$ cat config.mk
export PLATFORM = sky130hd
export DESIGN_NAME = tape_fmt_regs
export DESIGN_NICKNAME = d
export VERILOG_FILES = /design/src/rtl/tfr_pkg.sv /design/src/rtl/tfr_decode.sv /design/src/rtl/tfr_status.sv /design/src/rtl/tfr_rdmux.sv /design/src/rtl/tape_fmt_regs.sv
export SDC_FILE = /design/constraint.sdc
export NUM_CORES = 1
export LEC_CHECK = 0
export BUFFER_PORTS_ARGS = -buffer_cell sky130_fd_sc_hd__buf_2
export CORE_UTILIZATION = 57
export CTS_BUF_LIST = sky130_fd_sc_hd__clkbuf_8
export DETAILED_ROUTE_END_ITERATION = 12
export GPL_ROUTABILITY_DRIVEN = 1
export PLACE_DENSITY = 0.86
export SLEW_MARGIN = 20
export SYNTH_ARGS = -nofsm -noshare
export SYNTH_HDL_FRONTEND = slang
export SYNTH_HIERARCHICAL = 1
export SYNTH_SLANG_ARGS = --single-unit
$ cat constraint.sdc
create_clock -name clk -period 3.4 [get_ports clk]
set_input_delay 0.51 -clock clk [delete_from_list [all_inputs] [get_ports clk]]
set_output_delay 0.51 -clock clk [all_outputs]
set_load 0.03 [all_outputs]
$ cat src/rtl/tfr_pkg.sv
package tfr_pkg;
  localparam int REG_W  = 16;
  localparam int ADDR_W = 5;
  localparam int FN_W   = 5;

  // register numbers
  localparam logic [ADDR_W-1:0] RA_CTRL  = 5'o00;
  localparam logic [ADDR_W-1:0] RA_STAT  = 5'o01;
  localparam logic [ADDR_W-1:0] RA_ERR   = 5'o02;
  localparam logic [ADDR_W-1:0] RA_MAINT = 5'o03;
  localparam logic [ADDR_W-1:0] RA_ATTN  = 5'o04;
  localparam logic [ADDR_W-1:0] RA_FCNT  = 5'o05;
  localparam logic [ADDR_W-1:0] RA_DTYPE = 5'o06;
  localparam logic [ADDR_W-1:0] RA_LOOK  = 5'o07;
  localparam logic [ADDR_W-1:0] RA_SER   = 5'o10;
  localparam logic [ADDR_W-1:0] RA_TCTL  = 5'o11;

  // error bits
  localparam int E_BADFN  = 0;
  localparam int E_BADREG = 1;
  localparam int E_REFUSE = 2;
  localparam int E_NOEXEC = 11;

  // tape control fields
  localparam int TC_FCV  = 14;
  localparam int TC_ACC  = 15;
  localparam int TC_DLO  = 8;
  localparam logic [2:0] DENS_PE = 3'b100;
  localparam logic [REG_W-1:0] TC_RESET  = 16'o002000;
  localparam logic [REG_W-1:0] DTYPE_VAL = 16'o142054;

  // function codes
  localparam logic [FN_W-1:0] FN_NOP    = 5'o00;
  localparam logic [FN_W-1:0] FN_UNLOAD = 5'o01;
  localparam logic [FN_W-1:0] FN_REWIND = 5'o03;
  localparam logic [FN_W-1:0] FN_DCLR   = 5'o04;
  localparam logic [FN_W-1:0] FN_PRESET = 5'o10;
  localparam logic [FN_W-1:0] FN_ERASE  = 5'o12;
  localparam logic [FN_W-1:0] FN_TMARK  = 5'o13;
  localparam logic [FN_W-1:0] FN_SPCF   = 5'o14;
  localparam logic [FN_W-1:0] FN_SPCR   = 5'o15;
  localparam logic [FN_W-1:0] FN_WCHK   = 5'o24;
  localparam logic [FN_W-1:0] FN_WCHKR  = 5'o27;
  localparam logic [FN_W-1:0] FN_WRITE  = 5'o30;
  localparam logic [FN_W-1:0] FN_READ   = 5'o34;
  localparam logic [FN_W-1:0] FN_READR  = 5'o37;

  typedef enum logic [2:0] {
    CL_IDLE, CL_CLEAR, CL_PLAIN, CL_NEEDFC, CL_LOADFC, CL_BAD
  } fn_class_e;

  typedef struct packed {
    logic attached;
    logic wlock;
    logic bot;
    logic eot;
  } drv_in_t;

  function automatic fn_class_e classify(input logic [FN_W-1:0] f);
    fn_class_e c;
    case (f)
      FN_NOP:                                             c = CL_IDLE;
      FN_DCLR:                                            c = CL_CLEAR;
      FN_PRESET, FN_READ, FN_READR:                       c = CL_LOADFC;
      FN_WRITE, FN_SPCF, FN_SPCR:                         c = CL_NEEDFC;
      FN_UNLOAD, FN_REWIND, FN_ERASE, FN_TMARK,
      FN_WCHK, FN_WCHKR:                                  c = CL_PLAIN;
      default:                                            c = CL_BAD;
    endcase
    return c;
  endfunction

  function automatic logic [REG_W-1:0] compose_status(
      input drv_in_t d, input logic go, input logic pip,
      input logic attn, input logic err_nz, input logic [2:0] dens);
    logic [REG_W-1:0] s;
    s     = '0;
    s[8]  = 1'b1;
    s[15] = attn;
    s[14] = err_nz;
    s[13] = pip;
    if (d.attached) begin
      s[12] = 1'b1;
      s[11] = d.wlock;
      s[10] = d.eot;
      s[7]  = !go && !pip;
      s[5]  = (dens == DENS_PE);
      s[4]  = !go;
      s[1]  = d.bot;
    end
    return s;
  endfunction

  function automatic logic [REG_W-1:0] serial_of(input logic [2:0] unit);
    return 16'o20 + {13'd0, unit} + 16'd1;
  endfunction
endpackage

$ cat src/rtl/tfr_decode.sv
module tfr_decode
  import tfr_pkg::*;
(
  input  logic [FN_W-1:0] func,
  input  logic            fcv,
  output logic            dec_start,
  output logic            dec_loadfc,
  output logic            dec_clear,
  output logic            dec_noexec,
  output logic            dec_bad
);
  fn_class_e cls;
  always_comb begin
    cls        = classify(func);
    dec_loadfc = (cls == CL_LOADFC);
    dec_clear  = (cls == CL_CLEAR);
    dec_bad    = (cls == CL_BAD);
    dec_noexec = (cls == CL_NEEDFC) && !fcv;
    dec_start  = (cls == CL_PLAIN) || (cls == CL_LOADFC) ||
                 ((cls == CL_NEEDFC) && fcv);
  end
endmodule

$ cat src/rtl/tfr_status.sv
module tfr_status
  import tfr_pkg::*;
(
  input  drv_in_t          drv,
  input  logic             go,
  input  logic             pip,
  input  logic             attn,
  input  logic             err_nz,
  input  logic [2:0]       dens,
  output logic [REG_W-1:0] status_word
);
  always_comb status_word = compose_status(drv, go, pip, attn, err_nz, dens);
endmodule

$ cat src/rtl/tfr_rdmux.sv
module tfr_rdmux
  import tfr_pkg::*;
(
  input  logic [ADDR_W-1:0] addr,
  input  logic [FN_W-1:0]   func,
  input  logic              go,
  input  logic [REG_W-1:0]  status_word,
  input  logic [REG_W-1:0]  err,
  input  logic [REG_W-1:0]  maint,
  input  logic              attn,
  input  logic [REG_W-1:0]  fcnt,
  input  logic [REG_W-1:0]  tctl,
  output logic [REG_W-1:0]  rd_data,
  output logic              addr_bad
);
  always_comb begin
    addr_bad = 1'b0;
    case (addr)
      RA_CTRL:  rd_data = {4'd0, 1'b1, 5'd0, func, go};
      RA_STAT:  rd_data = status_word;
      RA_ERR:   rd_data = err;
      RA_MAINT: rd_data = maint;
      RA_ATTN:  rd_data = {{(REG_W-1){1'b0}}, attn};
      RA_FCNT:  rd_data = fcnt;
      RA_DTYPE: rd_data = DTYPE_VAL;
      RA_LOOK:  rd_data = '0;
      RA_SER:   rd_data = serial_of(tctl[2:0]);
      RA_TCTL:  rd_data = tctl;
      default: begin
        rd_data  = '0;
        addr_bad = 1'b1;
      end
    endcase
  end
endmodule

$ cat src/rtl/tape_fmt_regs.sv
module tape_fmt_regs
  import tfr_pkg::*;
(
  input  logic              clk,
  input  logic              rst_n,
  input  logic              bus_wr,
  input  logic              bus_rd,
  input  logic [ADDR_W-1:0] bus_addr,
  input  logic [REG_W-1:0]  bus_wdata,
  output logic [REG_W-1:0]  bus_rdata,
  input  logic              drv_attached,
  input  logic              drv_wlock,
  input  logic              drv_bot,
  input  logic              drv_eot,
  input  logic              op_done,
  output logic              start_pulse,
  output logic [FN_W-1:0]   start_func,
  output logic              attn_out
);
  logic             go_q, pip_q, attn_q;
  logic [FN_W-1:0]  func_q;
  logic [REG_W-1:0] err_q, maint_q, fcnt_q, tctl_q;

  logic [REG_W-1:0] status_word, rd_mux;
  logic             addr_bad;
  logic             dec_start, dec_loadfc, dec_clear, dec_noexec, dec_bad;
  drv_in_t          drv;

  // named internal events
  logic busy, wr_ok, ctl_go;
  logic ev_start, ev_noexec, ev_illegal_func, ev_dclr, ev_refused, ev_illegal_reg;

  assign drv = '{attached: drv_attached, wlock: drv_wlock, bot: drv_bot, eot: drv_eot};

  tfr_decode u_dec (
    .func(bus_wdata[FN_W:1]), .fcv(tctl_q[TC_FCV]),
    .dec_start(dec_start), .dec_loadfc(dec_loadfc), .dec_clear(dec_clear),
    .dec_noexec(dec_noexec), .dec_bad(dec_bad)
  );

  tfr_status u_stat (
    .drv(drv), .go(go_q), .pip(pip_q), .attn(attn_q),
    .err_nz(err_q != '0), .dens(tctl_q[TC_DLO+2:TC_DLO]),
    .status_word(status_word)
  );

  tfr_rdmux u_rd (
    .addr(bus_addr), .func(func_q), .go(go_q), .status_word(status_word),
    .err(err_q), .maint(maint_q), .attn(attn_q), .fcnt(fcnt_q), .tctl(tctl_q),
    .rd_data(rd_mux), .addr_bad(addr_bad)
  );

  always_comb begin
    busy            = go_q || pip_q;
    wr_ok           = bus_wr && !busy;
    ctl_go          = wr_ok && (bus_addr == RA_CTRL) && bus_wdata[0];
    ev_start        = ctl_go && drv_attached && dec_start;
    ev_noexec       = ctl_go && drv_attached && dec_noexec;
    ev_illegal_func = ctl_go && drv_attached && dec_bad;
    ev_dclr         = ctl_go && dec_clear;
    ev_refused      = bus_wr && busy;
    ev_illegal_reg  = (wr_ok || bus_rd) && addr_bad;
  end

  always_ff @(posedge clk) begin
    if (!rst_n) begin
      go_q        <= 1'b0;
      pip_q       <= 1'b0;
      attn_q      <= 1'b0;
      func_q      <= '0;
      err_q       <= '0;
      maint_q     <= '0;
      fcnt_q      <= '0;
      tctl_q      <= TC_RESET;
      start_pulse <= 1'b0;
      bus_rdata   <= '0;
    end else begin
      start_pulse <= ev_start;
      if (op_done) begin
        go_q           <= 1'b0;
        pip_q          <= 1'b0;
        tctl_q[TC_ACC] <= 1'b0;
      end
      if (ev_refused) err_q[E_REFUSE] <= 1'b1;
      if (wr_ok) begin
        case (bus_addr)
          RA_CTRL: begin
            func_q <= bus_wdata[FN_W:1];
            if (ev_start) begin
              go_q           <= 1'b1;
              pip_q          <= 1'b1;
              tctl_q[TC_ACC] <= 1'b1;
              err_q          <= '0;
              if (dec_loadfc) begin
                fcnt_q         <= '0;
                tctl_q[TC_FCV] <= 1'b1;
              end
            end
            if (ev_noexec) err_q[E_NOEXEC] <= 1'b1;
            if (ev_illegal_func) begin
              err_q[E_BADFN] <= 1'b1;
              attn_q         <= 1'b1;
            end
            if (ev_dclr) begin
              attn_q <= 1'b0;
              if (drv_attached) begin
                go_q           <= 1'b0;
                err_q          <= '0;
                tctl_q[TC_FCV] <= 1'b0;
              end
            end
          end
          RA_ERR:   err_q   <= bus_wdata;
          RA_MAINT: maint_q <= bus_wdata;
          RA_ATTN:  if (bus_wdata[0]) attn_q <= 1'b0;
          RA_FCNT: begin
            fcnt_q         <= bus_wdata;
            tctl_q[TC_FCV] <= 1'b1;
          end
          RA_TCTL:  tctl_q  <= bus_wdata;
          default: ;
        endcase
      end
      if (ev_illegal_reg) begin
        err_q[E_BADREG] <= 1'b1;
        attn_q          <= 1'b1;
      end
      if (bus_rd) bus_rdata <= rd_mux;
    end
  end

  assign start_func = func_q;
  assign attn_out   = attn_q;
endmodule

# Word level (Yosys, flattened, before mapping)
# Memories as Yosys holds them, arrays and structs flattened.
# Index checks and enable logic that the tools add are counted.
# totals
romBits	96
out_inout_bits	23
mem_count	1
word_cells	117
inputBits	30
ff_bits	89
# mem_list
memory	words	width	read_ports	rd_ports_with_merged_regs	wr	line	rtl
(name not given)	32	3	1	0	0	tfr_pkg.sv:61	case (f)
# op_classes
n_reduce_logical	38
n_mux	43
add_sub_neg	2
eq_ne	19
# ops
operator	count
$pmux W16 S9	1
$mux W16	6
$pmux W16 S2	2
$mux W1	26
$eq A5 B3 Y1 const B	4
$add A16 B1 Y16 const B	1
$reduce_bool A16 Y1	1
$mux W14	1
$logic_and A1 B1 Y1	13
$reduce_and A2 Y1	6
$eq A5 B2 Y1 const B	2
$eq A5 B4 Y1 const B	2
$reduce_or A10 Y1	1
$eq A3 B3 Y1 const B	3
$reduce_bool A3 Y1	3
$reduce_and A4 Y1	2
$add A5 B3 Y6 const A	1
$eq A3 B2 Y1 const B	2
$mux W3	2
$reduce_bool A2 Y1	3
$eq A5 B1 Y1 const B	1
$logic_not A5 Y1	1
$logic_not A1 Y1	4
$logic_or A1 B1 Y1	4
7 further kinds	10

# Longest topological paths before layout
# Gate-level depths: netlist of run 1.
# logic_depth
word_depth	14
depth_mapped	11
depth_no_buf	9

# Hierarchy
# Netlist of run 1, hierarchy kept.
# by_module_without_submodules
module	area_per_inst_um2	seq_area_each_um2	n_inst	cells_per_inst
tape_fmt_regs	3404.5	1781.7	1	366
tfr_rdmux	843.3	0.0	1	121
tfr_decode	292.8	0.0	1	36
tfr_status	132.6	0.0	1	18

# Worst setup path after synthesis of run 1
# OpenSTA, ideal clock, no wires.
# synth_timing
kind	input-to-reg
start	in bus_wdata[1]
end	reg err_q[10]
setup_slack_ps	749
setup_time_ps	128
path_buffers	1
required_ps	3272
stages	10
arrival_time_ps	2523
path_cell_list	inv_1 ha_1 or3b_4 a311oi_2 o2bb2ai_1 o211ai_1 a211o_1 buf_2 a22oi_1 nor2_1
# synth_between
elab_chain_cells	9
elab_cells_between_ends	14
classes_between	eq/ne (4); mux (4); reduce/logical (5); memory (1)
# synth_rtl
item	line	rtl
start: declaration	tape_fmt_regs.sv:9	input logic [REG_W-1:0] bus_wdata,
$mem_v2 Z32 W3 (*)	n/a	
$eq A3 B2 Y1, or another cell as far along	tfr_decode.sv:19	dec_start = (cls == CL_PLAIN) || (cls == CL_LOADFC) ||
$logic_or A1 B1 Y1 / $logic_and A1 B1 Y1 (equally long branches)	tfr_decode.sv:19, tfr_decode.sv:20	
$logic_or A1 B1 Y1 (*)	tfr_decode.sv:19	
via dec_start	tape_fmt_regs.sv:26	logic dec_start, dec_loadfc, dec_clear, dec_noexec, dec_bad;
$logic_and A1 B1 Y1 (*)	tape_fmt_regs.sv:57	ev_start = ctl_go && drv_attached && dec_start;
$mux W16 (*)	tape_fmt_regs.sv:89	if (ev_start) begin
$mux W16	tape_fmt_regs.sv:106	if (drv_attached) begin
$mux W16 (*)	tape_fmt_regs.sv:104	if (ev_dclr) begin
$pmux W16 S2 (*)	tape_fmt_regs.sv:86	case (bus_addr)
end signal: assignment	tape_fmt_regs.sv:113	RA_ERR: err_q <= bus_wdata;
end: declaration	tape_fmt_regs.sv:22	logic [REG_W-1:0] err_q, maint_q, fcnt_q, tctl_q;
# The timed path passes the listed nets; every way through them passes the cells marked *.
# A chain may end at the register's enable or synchronous reset.

# Final worst setup path of run 1
# layout_timing
start	in bus_wdata[2]
end	reg err_q[9]
# The elaborated chain is that of the path after synthesis.

==> metrics, run 1 <==
Worst Setup Path Type=input pin to flop; Final TNS setup=0 ps; Clock transition at path regs=90 ps; clk buf depth=2; die area=roughly 8600 um^2; PostCTS Resize Cnt=0; Final nets=roughly 600; Post-synth EDFFs=0; Top Ports=53; number of global-route vias before repair=approximately 4200; Final Worst Setup Slack=around 510 ps; Max-Slew Margin vs Limit=0.406; WP buf/inv=2; hold path start=bus_wdata[7]; crit-path max cell delay=between 500 and 600 ps; min Tclk post-route=2890 ps; drt drc=0; CP max-delay cell=a211o_1; antenna viol nets, final=0; Post-Syn Instances=541; Fin. Hold Viols=0; most common cell after layout, fill and taps aside=dfxtp_1; fin crit share=0.849; First-pass DRT Iterations=6; DPL Wire Length=just under 9 mm; status=complete, no violations; Hold Path Depth=2; synthesized area=4670 um^2; GPL Wtd Cong=between 0.8 and 0.9; CP top delay family=compound AO/OA/AOI/OAI gates; FILL cells=between 600 and 700; CP max FO=14; layout cells sized above 1=0.191; Cell Chain, Critical Path=buf_2 > inv_1 > ha_1 > or3b_4 > a311oi_2 > o2bb2ai_1 > o211ai_1 > a211o_1 > a22oi_1 > nor2_1; Synth Warn #=6; Num CTS Buffers=9; port bufs=52; Clock Skews=around 12 ps; #FFs+latches synth=89; Hold Buf Count CTS=0; Avg Cell Area, Syn=~8.6 um^2; Initial Util=0.596; H-Tree Level Count=3; fmax=roughly 350 MHz; library cells used by synthesis=68; first-pass GRT wire length=21.0 mm; Root Buffer=clkbuf_8; GRT overflow=0; Pwr Density=400 nW/um^2; Primary FF master, synth=dfxtp_1; GRT Total Usage=0.317; DR iter-0 viols=~450; final setup vio count=0; DIE WIDTH=slightly above 90 um; CTS tree=done; core footprint=~7800 um^2; post-synthesis sequential area ratio=0.381; Pleak=slightly below 2 nW; worst slew pin tran=891 ps; Synth-to-Final Area Change=8.35%; clock latency on the worst-skew pair=approximately 370 ps; clock sink total=89; vias per cell=~6.5; peak supply drop=between 0.2 and 0.3 mV; RSZ-0062 raised after global routing=no; most frequent cells in the layout=89 x dfxtp_1, 80 x nand2_1, 52 x buf_2; Core Util, Final=0.645; Max-Cap Viols=0; # rows=32; WP data required=about 3600 ps; Setup crit start kind=input pin; drt wl/cell=19.5 um; max-slew violations=0; placed insts=between 600 and 700; Min-Delay Path Class=input pin to flop; Worst Setup End Kind=flop; die height=between 90 and 100 um; Synth async-reset ratio=0; Register-to-Register Path Depth=7; largest net degree at the start of global routing=69; pre-CTS WS=between 200 and 250 ps; routed wire length=13.1 mm; crit path DAT=between 3000 and 4000 ps; register-to-register setup slack=between 1000 and 1500 ps; Non-Filler Instances=674; number of diodes=0; reg2reg end=err_q[9]; via count=approximately 4400; Post-CTS Setup Bufs=0; total power=roughly 2.0 mW; initial antenna violation count=0; hold worst-path end=fcnt_q[7]
## registers in the layout, indices dropped and copies added (netlist names), 5 cells and up, named ones only
register	cells
bus_rdata	16
tctl_q	15
start_func	5
maint_q	16
err_q	16
fcnt_q	16
## worst reg2reg max path: cells and delay by family (launching register included)
family	cells	cell delay (ps)
AOI/OAI and AO/OA	5	1460
DFF	1	460
buffers and inverters	1	80
and+or+nand+nor	1	70
## Yosys cell counts (all sizes together) (3+ instances only)
library cell   n  share of area
dfxtp         89           0.38
o21a           3         0.0048
a31oi          3         0.0040
ha             4          0.011
a211o          4         0.0075
nand3b         7          0.011
a22o           4         0.0075
o211ai         3         0.0048
nor2b          7         0.0094
nand3         11          0.012
nand2b         6         0.0080
nor3b          5          0.011
a221oi         4         0.0075
o21ai         12          0.014
a21oi         44          0.047
or3b           5          0.010
nand4          3         0.0040
nor2          47          0.040
nand2         80          0.064
a32o          16          0.034
o32ai          3         0.0056
o22ai          3         0.0054
nor4           9          0.020
inv            7         0.0056
mux2i         28          0.060
and2           4         0.0054
nor3           7          0.012
or3            4         0.0054
mux2           9          0.022
clkbuf        16          0.013
a22oi         31          0.051
buf           33          0.046
## per-layer routing
metal | wire (um) | track usage
met5 | 0 | 0
met1 | 5370 | 0.409
met4 | 459 | 0.159
met3 | 1430 | 0.0706
met2 | 5870 | 0.496
## final cells by class
class	count	area, um^2	share of cell area
flip-flops and latches	89	1780	0.352
multi-input cells	399	2600	0.514
inverters	8	30.0	0.00593
well taps	102	128	0.0252
repair buffers	60	320	0.0633
clock inverters	7	78.8	0.0156
clock buffers	9	124	0.0245
## logic make-up after synthesis
kind of cell | synth area share
adder cells (fa/ha/maj) | 0.0107
AO/OA/AOI/OAI | 0.218
AND/OR/NAND/NOR | 0.237
XOR/XNOR | 0.00375
multiplexers | 0.0817
flip-flops | 0.381
buffers and inverters | 0.0653
other | 0.00161
## through the flow
| step | instance area, um^2 | hold WS, ps |
|---|---|---|
| after global routing | 5060 | 415 |
| final | 5060 | 409 |
| after detailed placement | 4860 | 443 |
| after global placement | 4860 | 434 |
| after floorplan | 4690 | 428 |
| after CTS | 5060 | 403 |
## power breakdown
group,switching (mW),leakage [nW],internal (mW)
clock network,0.396,0.0921,0.344
registers,0.00808,0.718,1.05
logic,0.154,1.15,0.0735
## how the worst max path moves through the flow
stage                      start        end  slack [ps]  cells past startpoint
finish              bus_wdata[2]   err_q[9]         510                     10
floorplan           bus_wdata[1]  err_q[10]         750                     10
CTS                 bus_wdata[2]   err_q[9]         600                     10
detailed placement  bus_wdata[2]   err_q[1]         220                     10
global placement    bus_wdata[2]   err_q[1]         350                     10
global route        bus_wdata[2]   err_q[9]         400                     10
Note: power is estimated with default switching activity, not from simulation.
==> run 2, diff against run 1 <==
clock period = 2.8 ns   (was 3.4 ns; I/O delays follow)
==> run 2 against run 1 <==
Effect of this change: clock skew hardly changed; utilization is 1.8 points higher; wire length is 2.6% higher; register-to-register slack worse by 620 ps; worst setup slack worse by 160 ps; cell area is 2.7% higher; die area stayed put; sequential cell count stayed put; via count is 2.1% higher; global-route usage is 1.0 points higher; highest routed layer unchanged.
==> metrics, run 2 (synthesized netlist as in run 1, its figures left out) <==
via count=roughly 4500; die height=92.5 um; GRT overflow=0; largest net degree at the start of global routing=around 70; port bufs=between 50 and 60; number of global-route vias before repair=4300; Synth-to-Final Area Change=11.3%; Setup crit start kind=input pin; clk buf depth=2; Clock transition at path regs=~80 ps; core footprint=~7800 um^2; PostCTS Resize Cnt=0; Root Buffer=clkbuf_8; Final nets=roughly 620; CP max FO=14; Top Ports=between 50 and 60; min Tclk post-route=around 2500 ps; Num CTS Buffers=9; Final Worst Setup Slack=roughly 350 ps; die area=between 8000 and 9000 um^2; drt drc=0; layout cells sized above 1=0.206; max-slew violations=0; clock sink total=between 80 and 90; GPL Wtd Cong=a little over 0.9; WP data required=3010 ps; Pleak=approximately 2.1 nW; placed insts=approximately 670; Non-Filler Instances=688; First-pass DRT Iterations=9; Max-Slew Margin vs Limit=0.395; Initial Util=0.596; Worst Setup End Kind=flop; routed wire length=approximately 13 mm; Fin. Hold Viols=0; first-pass GRT wire length=21.6 mm; Max-Cap Viols=0; most common cell after layout, fill and taps aside=dfxtp_1; Core Util, Final=0.663; peak supply drop=around 0.52 mV; Clock Skews=between 10 and 15 ps; number of diodes=0; RSZ-0062 raised after global routing=no; clock latency on the worst-skew pair=about 360 ps; # rows=32; CTS tree=done; Pwr Density=~500 nW/um^2; status=complete, no violations; Worst Setup Path Type=input pin to flop; Final TNS setup=0 ps; GRT Total Usage=0.327; crit path DAT=about 2700 ps; Min-Delay Path Class=input pin to flop; DPL Wire Length=around 9 mm; most frequent cells in the layout=89 x dfxtp_1, 80 x nand2_1, 52 x buf_2; worst slew pin tran=908 ps; fin crit share=0.876; initial antenna violation count=0; drt wl/cell=about 20 um; final setup vio count=0; Hold Buf Count CTS=0; DR iter-0 viols=between 600 and 700; fmax=roughly 410 MHz; DIE WIDTH=92.5 um; vias per cell=around 6.5; pre-CTS WS=about 7.5 ps; H-Tree Level Count=3; Post-CTS Setup Bufs=0; antenna viol nets, final=0; FILL cells=between 600 and 700
==> run 2: worst paths after layout <==
| kind | from | to | slack [ps] | depth (start not counted) |
|---|---|---|---|---|
| worst min-delay path | bus_wdata[6] | fcnt_q[6] | 330 | 2 |
| worst min register to register | maint_q[7] | maint_q[7] | 450 | 2 |
| worst max register to register | go_q | tctl_q[15] | 580 | 4 |
| worst max-delay path | bus_wdata[1] | err_q[14] | 350 | 10 |
==> run 2: power by group <==
part	total (mW)	internal, mW	switching, mW
Clock	1.04	0.587	0.456
Combinational	0.295	0.101	0.193
Sequential	1.29	1.28	0.0107
Total	2.62	1.96	0.660
==> run 2: metal layers <==
metal / GRT usage / vias up / wire length [um]
met5: 0.0321 / - / 0
met4: 0.191 / 0 / 614
met3: 0.0903 / 61 / 1640
met2: 0.499 / 309 / 5970
met1: 0.410 / 2082 / 5250
li1: - / 2033 / -
==> run 2: critical path, cell delays in order <==
cell	delay, ps
buf_2	100
inv_1	60
ha_1	300
or3b_4	380
a311oi_2	240
o2bb2ai_1	180
o211ai_1	160
a211o_1	510
a22oi_1	240
nor2_1	70
==> run 2: stage by stage <==
step	total power, mW	cell area (um^2)	hold slack, ps
6_report	2.62	5200	325
4_1_cts	2.62	5200	317
3_5_place_dp	1.60	4970	440
5_1_grt	2.70	5200	325
2_1_floorplan	1.50	4690	428
3_3_place_gp	1.59	4970	435
==> run 2: final cells by class <==
type                       count  area (um^2)  area share
multi-input combinational    399         2600       0.500
sequential                    89         1780       0.343
timing repair buffer          74          425      0.0818
tap                          102          128      0.0245
clock buffer                   9          124      0.0238
clock inverter                 7          111      0.0214
inverter                       8         30.0     0.00577
==> run 3, diff against run 2 <==
SKIP_LAST_GASP = 1   (was not set)
clock period = 2.3 ns   (was 2.8 ns; I/O delays follow)
==> run 3 against run 2 <==
Effect of this change: wire length rose by 2.1%; global-route usage rose by 0.36 points; largest cell class unchanged; highest routed layer unchanged; worst setup slack got worse by 270 ps; sequential cell count did not move.
==> metrics, run 3 (synthesized netlist as in run 1, its figures left out) <==
Worst Setup Path Type=input pin to flop; Post-CTS Setup Bufs=0; Min-Delay Path Class=input pin to flop; Num CTS Buffers=9; drt drc=0; fin crit share=0.967; vias per cell=approximately 6.6; Clock Skews=approximately 12 ps; port bufs=52; Clock transition at path regs=roughly 90 ps; Top Ports=53; CP max FO=4; layout cells sized above 1=0.249; GPL Wtd Cong=about 0.90; Max-Slew Margin vs Limit=0.513; H-Tree Level Count=3; number of diodes=0; clk buf depth=2; first-pass GRT wire length=21.8 mm; Pwr Density=around 570 nW/um^2; RSZ-0062 raised after global routing=no; most frequent cells in the layout=89 x dfxtp_1, 80 x nand2_1, 51 x buf_2; Core Util, Final=0.685; final setup vio count=0; Pleak=2.12 nW; pre-CTS WS=-357 ps; die height=between 90 and 100 um; routed wire length=approximately 14 mm; CTS tree=done; drt wl/cell=19.6 um; Worst Setup End Kind=flop; WP data required=between 2000 and 3000 ps; hold path start=bus_wdata[12]; max-slew violations=0; core footprint=7850 um^2; crit path DAT=about 2600 ps; origin of the worst setup path=bus_wdata[2]; clock sink total=89; antenna viol nets, final=0; Hold Buf Count CTS=0; min Tclk post-route=2220 ps; Hold Slack=roughly 240 ps; number of global-route vias before repair=4279; via count=around 4600; total power=3.05 mW; DR iter-0 viols=712; largest net degree at the start of global routing=69; status=complete, no violations; GRT overflow=0; fmax=~450 MHz; Max-Cap Viols=0; Fin. Hold Viols=0; die area=~8600 um^2; peak supply drop=around 0.43 mV; First-pass DRT Iterations=5; worst slew pin tran=731 ps; GRT Total Usage=0.331; most common cell after layout, fill and taps aside=dfxtp_1; Synth-to-Final Area Change=15.0%; Final nets=about 630; DPL Wire Length=roughly 9 mm; Final TNS setup=0 ps; Initial Util=0.596; Final Worst Setup Slack=a little under 80 ps; initial antenna violation count=0; # rows=32; Setup crit start kind=input pin; clock latency on the worst-skew pair=~380 ps; Root Buffer=clkbuf_8; DIE WIDTH=just over 90 um
-- run 3: cell types whose count changed in the layout (fill, tap and decap cells not counted), sizes merged --
cell,before,now
buf,74,85
bufinv,3,1
clkbuf,9,10
clkinvlp,0,2
-- run 3: metal layers --
metal	vias to the layer above	wire, um	global-route usage	part of all wire
met4	0	494	0.148	0.036
met5	-	0	0	0
met3	47	1430	0.0788	0.10
met2	303	6370	0.515	0.46
li1	2055	-	-	-
met1	2203	5460	0.433	0.40
-- run 3: worst paths after layout --
path | to | slack (ps) | cells after the start
setup / recovery | go_q | 80 | 11
setup reg to reg | go_q | 320 | 8
hold / removal | fcnt_q[12] | 240 | 2
hold reg to reg | maint_q[3] | 450 | 2
-- run 3: stage by stage --
| stage | instance area [um^2] | std cells |
|---|---|---|
| CTS | 5370 | 700 |
| floorplan | 4780 | 545 |
| global placement | 5160 | 684 |
| detailed placement | 5160 | 684 |
| global route | 5380 | 700 |
| finish | 5380 | 700 |
-- run 3: critical path: stages --
cell and delay [ps]:
clkbuf_4 170, inv_12 30, ha_4 230, or3b_4 400, a311oi_2 240, o2bb2ai_2 160, buf_4 150, nand2_1 50
or4_4 530, o22ai_2 120, and2_1 130
-- run 3: cell type report --
cell class | count | area (um^2)
clock inverters | 7 | 76.3
multi-input cells | 399 | 2680
well taps | 102 | 128
clock buffers | 9 | 124
flip-flops and latches | 89 | 1780
inverters | 8 | 45.0
fillers | 631 | 2470
repair buffers | 86 | 543
-- run 3: timing repair --
item                                    CTS  global route
endpoints found under the setup margin    0            15
resized for setup                         0             2
hold endpoints to repair                  0             0
-- run 3: where the power goes --
group	switching [mW]	internal, mW	leakage (nW)
Sequential	0.0136	1.55	0.718
Clock	0.592	0.509	0.0962
Combinational	0.243	0.138	1.30
